### src/rtl/tcell_pkg.sv
package tcell_pkg;
  localparam int unsigned N_SIDES = 2;

  typedef enum logic [0:0] {
    SIDE_A = 1'b0,
    SIDE_B = 1'b1
  } side_e;
endpackage

### src/rtl/tcell_rst_sync.sv
module tcell_rst_sync #(
  parameter int unsigned STAGES = 2
) (
  input  logic clk,
  input  logic rst_n_in,
  output logic rst_n_out
);
  logic [STAGES-1:0] chain_q;

  always_ff @(posedge clk or negedge rst_n_in) begin
    if (!rst_n_in) chain_q <= '0;
    else           chain_q <= {chain_q[STAGES-2:0], 1'b1};
  end

  assign rst_n_out = chain_q[STAGES-1];
endmodule

### src/rtl/tcell_uplink.sv
module tcell_uplink (
  input  logic clk,
  input  logic rst_n,
  input  logic any_req,
  input  logic up_gnt,
  output logic up_req
);
  logic up_req_q;
  logic up_req_d;
  logic up_en;

  always_comb begin
    up_req_d = up_req_q;
    up_en    = 1'b0;
    if (!up_req_q) begin
      // start a new round only once the previous parent grant is gone
      if (any_req && !up_gnt) begin
        up_req_d = 1'b1;
        up_en    = 1'b1;
      end
    end else if (up_gnt && !any_req) begin
      up_req_d = 1'b0;
      up_en    = 1'b1;
    end
  end

  always_ff @(posedge clk or negedge rst_n) begin
    if (!rst_n)     up_req_q <= 1'b0;
    else if (up_en) up_req_q <= up_req_d;
  end

  assign up_req = up_req_q;
endmodule

### src/rtl/tcell_mutex.sv
module tcell_mutex
  import tcell_pkg::*;
#(
  parameter bit LATE_RELEASE = 1'b0
) (
  input  logic               clk,
  input  logic               rst_n,
  input  logic               window,
  input  logic [N_SIDES-1:0] req,
  input  logic [N_SIDES-1:0] gnt,
  output logic [N_SIDES-1:0] set
);
  side_e              favour_q;
  side_e              favour_d;
  logic               favour_en;
  logic [N_SIDES-1:0] in_cs;
  logic [N_SIDES-1:0] elig;
  logic               free;

  assign in_cs = req & gnt;
  assign free  = ~|in_cs;

  for (genvar i = 0; i < N_SIDES; i++) begin : g_elig
    logic other_clear;
    if (LATE_RELEASE) begin : g_late
      assign other_clear = ~gnt[N_SIDES-1-i];
    end else begin : g_early
      assign other_clear = 1'b1;
    end
    assign elig[i] = window & free & req[i] & ~gnt[i] & other_clear;
  end

  always_comb begin
    set[0] = elig[0] & (~elig[1] | (favour_q == SIDE_A));
    set[1] = elig[1] & (~elig[0] | (favour_q == SIDE_B));
  end

  always_comb begin
    favour_en = |set;
    favour_d  = favour_q;
    if (set[0])      favour_d = SIDE_B;
    else if (set[1]) favour_d = SIDE_A;
  end

  always_ff @(posedge clk or negedge rst_n) begin
    if (!rst_n)         favour_q <= SIDE_A;
    else if (favour_en) favour_q <= favour_d;
  end
endmodule

### src/rtl/tourney_cell.sv
module tourney_cell #(
  parameter bit          LATE_RELEASE = 1'b0,
  parameter int unsigned SYNC_STAGES  = 2
) (
  input  logic clk,
  input  logic rst_n,
  input  logic req_a,
  output logic gnt_a,
  input  logic req_b,
  output logic gnt_b,
  output logic up_req,
  input  logic up_gnt
);
  localparam int unsigned NS = tcell_pkg::N_SIDES;

  logic          rst_n_q;
  logic [NS-1:0] req_v;
  logic [NS-1:0] gnt_q;
  logic [NS-1:0] gnt_set;
  logic          up_req_w;

  tcell_rst_sync #(.STAGES(SYNC_STAGES)) u_rst (
    .clk       (clk),
    .rst_n_in  (rst_n),
    .rst_n_out (rst_n_q)
  );

  assign req_v = {req_b, req_a};

  tcell_uplink u_up (
    .clk     (clk),
    .rst_n   (rst_n_q),
    .any_req (|req_v),
    .up_gnt  (up_gnt),
    .up_req  (up_req_w)
  );

  tcell_mutex #(.LATE_RELEASE(LATE_RELEASE)) u_mx (
    .clk    (clk),
    .rst_n  (rst_n_q),
    .window (up_req_w & up_gnt),
    .req    (req_v),
    .gnt    (gnt_q),
    .set    (gnt_set)
  );

  for (genvar i = 0; i < NS; i++) begin : g_gnt
    logic fall;
    logic en;
    logic d;

    always_comb begin
      fall = gnt_q[i] & ~req_v[i];
      en   = gnt_set[i] | fall;
      d    = gnt_set[i];
    end

    always_ff @(posedge clk or negedge rst_n_q) begin
      if (!rst_n_q) gnt_q[i] <= 1'b0;
      else if (en)  gnt_q[i] <= d;
    end
  end

  assign gnt_a  = gnt_q[0];
  assign gnt_b  = gnt_q[1];
  assign up_req = up_req_w;
endmodule

### config.mk
export PLATFORM = sky130hd
export DESIGN_NAME = tourney_cell
export DESIGN_NICKNAME = d
export VERILOG_FILES = /design/src/rtl/tcell_pkg.sv /design/src/rtl/tcell_rst_sync.sv /design/src/rtl/tcell_uplink.sv /design/src/rtl/tcell_mutex.sv /design/src/rtl/tourney_cell.sv
export SDC_FILE = /design/constraint.sdc
export NUM_CORES = 1
export LEC_CHECK = 0
export ABC_AREA = 1
export ABC_CLOCK_PERIOD_IN_PS = 800
export BUFFER_PORTS_ARGS = -buffer_cell sky130_fd_sc_hd__buf_4
export CAP_MARGIN = 20
export CORE_AREA = 2 2 39 41
export DETAILED_ROUTE_END_ITERATION = 10
export DIE_AREA = 0 0 41 43
export HOLD_SLACK_MARGIN = 0.08
export PLACE_DENSITY = 0.47
export REMOVE_ABC_BUFFERS = 1
export SLEW_MARGIN = 20
export SYNTH_ARGS = -nofsm -noshare
export SYNTH_HDL_FRONTEND = slang
export SYNTH_SLANG_ARGS = --single-unit
### constraint.sdc
create_clock -name clk -period 0.8 [get_ports clk]
set_input_delay 0.08 -clock clk [delete_from_list [all_inputs] [get_ports clk]]
set_output_delay 0.08 -clock clk [all_outputs]
set_load 0.1 [all_outputs]
== Word-level counts from Yosys, hierarchy flattened ==
Index checks and enable logic that the tools add are counted.

* Bits in registers: 6
* Bits in latches: 0
* Memory bits (writable): 0
* Bits in read-only memories: 0
* Bits of input ports: 5
* Output and inout port bits: 3
* Word-level logic and storage cells: 44
* Memories kept: 0

* Add/sub/neg operators: 0
* $mul: 0
* Div/mod/pow operators: 0
* Magnitude comparators: 0
* Equality and inequality tests: 0
* Shift operators: 0
* Mux-type cells: 7
* Bitwise operators: 22
* Reductions and logical operators: 10

{| class="wikitable"
|+ Operator list
! kind !! count
|-
| 1-bit bitwise AND || 10
|-
| 1-bit two-way mux || 7
|-
| 1-bit inverter || 7
|-
| 2-bit OR reduction || 3
|-
| 1-bit bitwise OR || 4
|-
| 1-bit zero test || 3
|-
| 2-bit bitwise AND || 1
|-
| 1-bit logical AND || 2
|-
| 2-bit AND reduction || 1
|-
| 2-bit nonzero test || 1
|}

== Depth between registers and ports, before layout ==
Gate-level depths: netlist (run 1).

* Depth after elaboration: 11
* Depth in mapped cells: 7
* Depth with buffers taken out: 7

== Modules after synthesis ==
From an unflattened synthesis (run 1), not the netlist that was laid out.

* Cell total of the unflattened synthesis: 39
* Area total of the unflattened synthesis: 292.8 µm²

{| class="wikitable"
|+ By module, submodules not included
! module !! times used !! cells each !! area each (µm²) !! seq. area each (µm²)
|-
| tcell_mutex || 1 || 19 || 110.1 || 25.0
|-
| tourney_cell || 1 || 13 || 91.3 || 50.0
|-
| tcell_rst_sync || 1 || 3 || 53.8 || 50.0
|-
| tcell_uplink || 1 || 4 || 37.5 || 25.0
|}

== Worst setup path before layout (run 1) ==
No wires, ideal clock.

* Kind: reg-to-reg
* From: register u_up.up_req_q, in the netlist u_up.up_req
* To: register gnt_q[0], in the netlist gnt_a
* Library setup time: 0.122 ns
* Arrival: 1.398 ns
* Data required time: 0.678 ns
* Slack: -0.720 ns
* Stages on the path, launching flop included: 6
* Buffers on the path: 0
* Clock period less this slack: 1.520 ns
* Cell sequence: dfrtp_1 > nand2_2 > nor2_1 > nand3_1 > nand2_1 > nand2_1

* Word-level cells in the longest chain between the ends: 8
* Elaborated cells on any way between the ends: 10
* Classes of those cells: 10 x bitwise

{| class="wikitable"
|+ Ends and longest elaborated chain
! what !! RTL line !! text
|-
| start, declared || tcell_uplink.sv:8 || <nowiki>logic up_req_q;</nowiki>
|-
| start signal, assigned || tcell_uplink.sv:29 || <nowiki>else if (up_en) up_req_q <= up_req_d;</nowiki>
|-
| 1-bit bitwise AND * || tourney_cell.sv:41 || <nowiki>.window (up_req_w & up_gnt),</nowiki>
|-
| 1-bit bitwise AND * || tcell_mutex.sv:30 || <nowiki>assign elig[i] = window & free & req[i] & ~gnt[i] & other_clear;</nowiki>
|-
| 1-bit bitwise AND (2 in series) || tcell_mutex.sv:30 ||
|-
| 1-bit inverter || tcell_mutex.sv:34 || <nowiki>set[0] = elig[0] & (~elig[1] | (favour_q == SIDE_A));</nowiki>
|-
| 1-bit bitwise OR || tcell_mutex.sv:34 ||
|-
| 1-bit bitwise AND * || tcell_mutex.sv:34 ||
|-
| 1-bit bitwise OR || tourney_cell.sv:54 || <nowiki>en = gnt_set[i] | fall;</nowiki>
|-
| end signal, assigned by index || tourney_cell.sv:59 || <nowiki>if (!rst_n_q) gnt_q[i] <= 1'b0;</nowiki>
|-
| end signal, assigned by index || tourney_cell.sv:60 || <nowiki>else if (en) gnt_q[i] <= d;</nowiki>
|-
| end, declared || tourney_cell.sv:18 || <nowiki>logic [NS-1:0] gnt_q;</nowiki>
|}

Every way passes the cells marked *; elsewhere a longest branch is shown, timed or not.
A chain may end at the register's enable or synchronous reset.

== Worst setup path after layout (run 1) ==
* From: register gnt_q[1], in the netlist gnt_b
* To: output gnt_b

{| class="wikitable"
|+ RTL lines
! what !! RTL line !! text
|-
| end, declared || tourney_cell.sv:10 || <nowiki>output logic gnt_b,</nowiki>
|}

No word-level cell between the ends.

==> summary.md, run 1 <==
| Metric | Value |
|---|---|
| Status | complete, but fails checks |
| Failing checks | setup timing |
| Cell-internal power | 0.7178 mW |
| NetSw | 0.4274 mW |
| Main synth FF type | dfrtp_1 |
| CTS Buf Count | 3 |
| Startpoint Class | flip-flop |
| I/O pin count | 8 |
| Vias/cell | 3.957 |
| Leakage | 0.2650 nW |
| Cell at the slowest stage of the critical path | dfrtp_1 |
| DPL Wire Length | 418.4 um |
| Vias | 277 |
| Layout area overhead | 82.22% |
| Finished Layout Cells | 70 |
| Final WS setup | -0.1980 ns |
| Htree depth | 1 |
| Placed cell count | 66 |
| Layout cell share with drive strength beyond 1 | 0.4444 |
| Crit path kind | reg -> out |
| Critical Path Fanout Max | 3 |
| Vias in the first global route | 239 |
| Async SR Flop Fraction | 1.000 |
| ANT nets after route | 0 |
| Worst Path Required | 0.72 ns |
| Clock Latency Late Sink | 0.24 ns |
| Die Y | 43 um |
| First-pass DRT Iterations | 2 |
| Post-Synthesis Cells | 38 |
| Synth top area cells | dfrtp_1, nand2_1, inv_1, nor2_1, nand3_1 |
| Initial core utilization | 0.2034 |
| Synth Area per Inst | 7.408 um^2 |
| Total GRT Usage | 0.08418 |
| Ys Warns | 0 |
| Worst-path clk slew | 0.04 ns |
| Multi-input logic area | 143.9 um^2 |
| Tcrit/Tclk final | 1.248 |
| CTS Buffer Depth | 2 |
| Reg power frac | 0.350 |
| Initial antenna violation count | 0 |
| Post-synth top cells | nand2_1, inv_1, dfrtp_1, nor2_1, nand3_1 |
| Storage cell area | 151.4 um^2 |
| Switching share of power | 0.3732 |
| Final hold slack | 0.06265 ns |
| Largest stage delay, worst path | 0.40 ns |
| Fin. max-slew vios | 0 |
| Final worst path period need | 0.9980 ns |
| Die Width | 41 um |
| Critical path endpoint category | output pin |
| Yosys reg bits | 6 |
| Core ar. | 1384 um^2 |
| Dpl ws | -0.1108 ns |
| Clock root cell | clkbuf_4 |
| Final Setup Violations | 7 |
| Hold Path Class | reg -> async |
| Count leader, synth | nand2_1 |
| CTS tree | built |
| Clk sink count | 6 |
| Grt ovf | 0 |
| Nets | 61 |
| Synthesized area | 281.5 um^2 |
| Clock Skew | 0.0002197 ns |
| Worst vdd ir | 0.7558 mV |
| Post-DR wirelength/cell | 8.029 um |
| Hold-fix buffers at CTS | 1 |
| Cell Rows | 14 |
| Antenna cell count | 0 |
| Power density over the cells | 2232 nW/um^2 |
| Top cell type's share of synthesized area | 0.5333 |
| Final hold violation count | 0 |
| Pin count of the biggest net entering global routing | 5 |
| Crit-path cells | buf_6, buf_12 |
| FMAX | 1002 MHz |
| PortBufs | 7 |
| Worst endpoint data arrival time | 0.92 ns |
| Clk pwr share | 0.235 |
| Die Area | 1763 um^2 |
| Post-synth EDFFs | 0 |
| Filler cell count | 144 |
| Synth area leader | dfrtp_1 |
| Routed wire length | 562 um |
| Max_cap viols | 0 |
| Iteration-0 DRC count of the detailed router | 1 |
| Distinct cells, synth | 10 |
| RSZ-0062 raised after global routing | true |
| Register area share after synthesis | 0.5333 |
| Gate power share | 0.415 |
| GPL Wtd Cong | 0.6500 |
| First-pass GRT wire length | 897 um |
| DRC violations left | 0 |
| # Post-CTS Setup Buffers | 0 |
layout make-up:
type / count / area share
timing repair buffer: 13 / 0.2902
clock buffer: 3 / 0.04390
inverter: 7 / 0.05122
multi-input combinational: 25 / 0.2805
tap: 16 / 0.03902
sequential: 6 / 0.2951
state kept, by name (all words and copies together) (netlist names):
register,flops
gnt_a,1
gnt_b,1
u_mx.favour_q,1
u_rst.chain_q,2
u_up.up_req,1
routing by layer:
layer	up-vias	track usage	wire length (um)
met5	-	0	0
met4	0	0.08000	6
li1	144	-	-
met2	4	0.1031	297
met1	127	0.09635	241
met3	2	0.04712	16
worst paths after layout:
check                                                 from  cells after the start                    endpoint  slack [ns]
max in group asynchronous                            rst_n                      2  u_rst.chain_q[1]$_DFF_PN0_        0.55
worst min register to register  u_rst.chain_q[1]$_DFF_PN0_                      0   u_mx.favour_q$_DFFE_PN0P_        0.06
worst min-delay path            u_rst.chain_q[1]$_DFF_PN0_                      0   u_mx.favour_q$_DFFE_PN0P_        0.06
worst max register to register           gnt_a$_DFFE_PN0P_                      6           gnt_b$_DFFE_PN0P_       -0.14
worst max-delay path                     gnt_b$_DFFE_PN0P_                      2                       gnt_b       -0.20
min in group clk                                     req_b                      3     u_up.up_req$_DFFE_PN0P_        0.14
power by group through the flow:
| stage | sequential [mW] | clock (mW) | combinational [mW] |
|---|---|---|---|
| finish | 0.401 | 0.269 | 0.475 |
| global route | 0.410 | 0.313 | 0.509 |
| detailed placement | 0.391 | 0 | 0.365 |
| CTS | 0.394 | 0.292 | 0.448 |
| floorplan | 0.534 | 0 | 0.102 |
| global placement | 0.390 | 0 | 0.362 |
kinds of logic after synthesis:
group / share of synthesized area
flip-flops: 0.5333
AO/OA/AOI/OAI: 0.01776
buffers and inverters: 0.09335
other: 0.01332
AND/OR/NAND/NOR: 0.3423
placed cells by master, fill, tap and decap left out, types with 2 or more instances in the layout:
cell type,count
clkbuf_4,3
nor2_4,3
buf_4,6
buf_6,3
nand2_1,11
buf_12,3
nor2_1,3
inv_1,7
dfrtp_1,5
nand2_2,2
critical path, delay by kind of cell (launching register included):
kind     cells  cell delay, ns
buf+inv      2            0.28
flops        1            0.40
repair_timing:
| item | in CTS | in global routing |
|---|---|---|
| hold endpoints to repair | 6 | 2 |
| cloned | 0 | 0 |
| setup endpoints to repair | 7 | 7 |
| resized for setup | 15 | 8 |
| pin swaps | 3 | 1 |
stage by stage:
step	cell area (um^2)	total power [mW]	util	setup TNS [ns]
after CTS	479.2	1.134	0.3463	-0.9352
after detailed placement	391.6	0.7562	0.2830	-0.3244
after floorplan	281.5	0.6359	-	-3.245
final	513.0	1.145	0.3707	-0.9280
after global routing	513.0	1.233	0.3707	-1.286
after global placement	391.6	0.7518	0.2830	-0.3243
No activity file was read; power rests on OpenSTA's default activity.
==> run 2: changes to the inputs <==
CELL_PAD_IN_SITES_DETAIL_PLACEMENT = 0   (was unset)
CELL_PAD_IN_SITES_GLOBAL_PLACEMENT = 1   (was unset)
PLACE_DENSITY = 0.59   (was 0.47)
==> run 2 against run 1 <==
- routed wire length is 3.6% higher
- worst hold slack worse by 0.0012 ns
- sequential power hardly changed
- utilization is 1.9 points lower
- the flow still finishes with violations (setup timing)
- critical endpoint is now gnt_a
- flip-flop and latch count stayed put
- fmax is 0.54% lower
==> summary.md, run 2 (synthesis results as in run 1) <==
| Metric | Value |
|---|---|
| Status | complete, but fails checks |
| Total GRT Usage | 0.09100 (+0.006823) |
| Tcrit/Tclk final | 1.254 (+0.006765) |
| Failing checks | setup timing |
| Clk sink count | 6 (unchanged) |
| Multi-input logic area | 121.4 um^2 (-16%) |
| Most frequent cells in the layout | nand2_1, buf_4, inv_1 |
| Final WS setup | -0.2034 ns (-0.005412 ns) |
| Layout cell share with drive strength beyond 1 | 0.4259 (-0.01852) |
| CTS Buf Count | 3 (unchanged) |
| Worst vdd ir | 0.7859 mV (+4.0%) |
| Storage cell area | 151.4 um^2 (unchanged) |
| Antenna cell count | 0 (unchanged) |
| Die Area | 1763 um^2 (unchanged) |
| Worst setup path startpoint | gnt_a$_DFFE_PN0P_ |
| Clock Latency Late Sink | 0.24 ns (about the same) |
| Reg-to-Reg End | gnt_b$_DFFE_PN0P_ |
| Routed wire length | 582 um (+3.6%) |
| DPL Wire Length | 460 um (+9.9%) |
| CTS Buffer Depth | 2 (unchanged) |
| Worst-path clk slew | 0.05 ns (about the same) |
| Layout area overhead | 72.89% |
| Final hold violation count | 0 (unchanged) |
| Core ar. | 1384 um^2 (unchanged) |
| Power, Total | 1.109 mW (-3.1%) |
| PortBufs | 7 (unchanged) |
| First-pass DRT Iterations | 2 (unchanged) |
| Grt ovf | 0 (unchanged) |
| Filler cell count | 149 (+3.5%) |
| Setup_tns | -0.8474 ns (+0.08062 ns) |
| Initial core utilization | 0.2034 (unchanged) |
| Worst reg2reg startpoint | u_up.up_req$_DFFE_PN0P_ |
| Critical path endpoint category | output pin |
| Final Setup Violations | 7 (unchanged) |
| Worst endpoint data arrival time | 0.92 ns (about the same) |
| R2r setup slk | -0.14 ns (about the same) |
| Vias | 268 (-3.2%) |
| Clock root cell | clkbuf_4 |
| DRC violations left | 0 (unchanged) |
| GPL Wtd Cong | 0.6020 (-7.4%) |
| CP Capture Point | gnt_a |
| First-pass GRT wire length | 1.062 mm (+18%) |
| Die Width | 41 um (unchanged) |
| I/O pin count | 8 (unchanged) |
| Nets | 61 (unchanged) |
| Max reg flops | 2 (unchanged) |
| Cell Rows | 14 (unchanged) |
| Crit path kind | reg -> out |
| Leakage | 0.2583 nW (-2.5%) |
| Final worst path period need | 1.003 ns (+0.005412 ns) |
| Hold Path Class | reg -> async |
| Critical Path Fanout Max | 3 (unchanged) |
| Leading cell type in the layout, fill and taps excluded | nand2_1 |
| Htree depth | 1 (unchanged) |
| Iteration-0 DRC count of the detailed router | 1 (unchanged) |
| Vias in the first global route | 297 (+24%) |
| Startpoint Class | flip-flop |
| Clock Skew | 0.004197 ns (+0.003977 ns) |
| R2R depth | 5 (-1) |
| Vias/cell | 3.829 (-3.2%) |
| Fin. max-slew vios | 0 (unchanged) |
| Top reg by flops | u_rst.chain_q |
| ANT nets after route | 0 (unchanged) |
| CTS tree | built |
| Max_cap viols | 0 (unchanged) |
| Initial antenna violation count | 0 (unchanged) |
| Worst Path Required | 0.72 ns (about the same) |
| RSZ-0062 raised after global routing | true |
| Hold-fix buffers at CTS | 1 (unchanged) |
| Post-DR wirelength/cell | 8.314 um (+3.6%) |
| FMAX | 996.6 MHz (-0.54%) |
| Die Y | 43 um (unchanged) |
| Pin count of the biggest net entering global routing | 5 (unchanged) |
| Power density over the cells | 2279 nW/um^2 (+2.1%) |
## run 2: metrics by stage
step | cell area, um^2 | setup slack, ns | util | instances | hold slack (ns)
floorplan | 281.5 | -0.7202 | - | 38 | -0.2156
global placement | 384.1 | -0.1374 | 0.2776 | 65 | -0.1368
detailed placement | 384.1 | -0.1225 | 0.2776 | 65 | -0.1363
CTS | 473.0 | -0.2019 | 0.3418 | 70 | 0.07029
global route | 486.7 | -0.2315 | 0.3517 | 70 | 0.07772
finish | 486.7 | -0.2034 | 0.3517 | 70 | 0.06149
## run 2: cell type report
type / count / area share
sequential: 6 / 0.3111
timing repair buffer: 13 / 0.2982
inverter: 7 / 0.05398
multi-input combinational: 25 / 0.2494
tap: 16 / 0.04113
clock buffer: 3 / 0.04627
## run 2: worst min-delay path by stage
stage	startpoint	end	slack (ns)
2_1_floorplan	rst_n	u_rst.chain_q[0]$_DFF_PN0_	-0.22
4_1_cts	u_rst.chain_q[1]$_DFF_PN0_	gnt_a$_DFFE_PN0P_	0.07
6_report	u_rst.chain_q[1]$_DFF_PN0_	gnt_a$_DFFE_PN0P_	0.06
3_3_place_gp	rst_n	u_rst.chain_q[0]$_DFF_PN0_	-0.14
3_5_place_dp	rst_n	u_rst.chain_q[0]$_DFF_PN0_	-0.14
5_1_grt	u_rst.chain_q[1]$_DFF_PN0_	u_mx.favour_q$_DFFE_PN0P_	0.08
## run 2: critical path, stage by stage, from the launching register on
cell     delay (ns)
dfrtp_1        0.40
buf_6          0.13
buf_12         0.15
## run 2: per-layer routing
metal,part of all wire,GRT usage
met4,0,0.08000
met2,0.52,0.1281
met1,0.44,0.1118
met5,0,0
met3,0.041,0.01571
## run 2: power breakdown
group          leakage (nW)  switching (mW)  total, mW  internal [mW]
Clock                0.0138          0.0963      0.265          0.169
Sequential           0.0703          0.0434      0.399          0.355
Combinational         0.174           0.263      0.445          0.182
Total                 0.258           0.403       1.11          0.706
## run 2: what timing repair did
action                                  in CTS  in global routing
pin swaps                                    3                  1
endpoints found under the setup margin       7                  7
buffers inserted                             1                  0
gates resized for setup                     13                  5
endpoints found under the hold margin        6                  2
cloned                                       0                  0
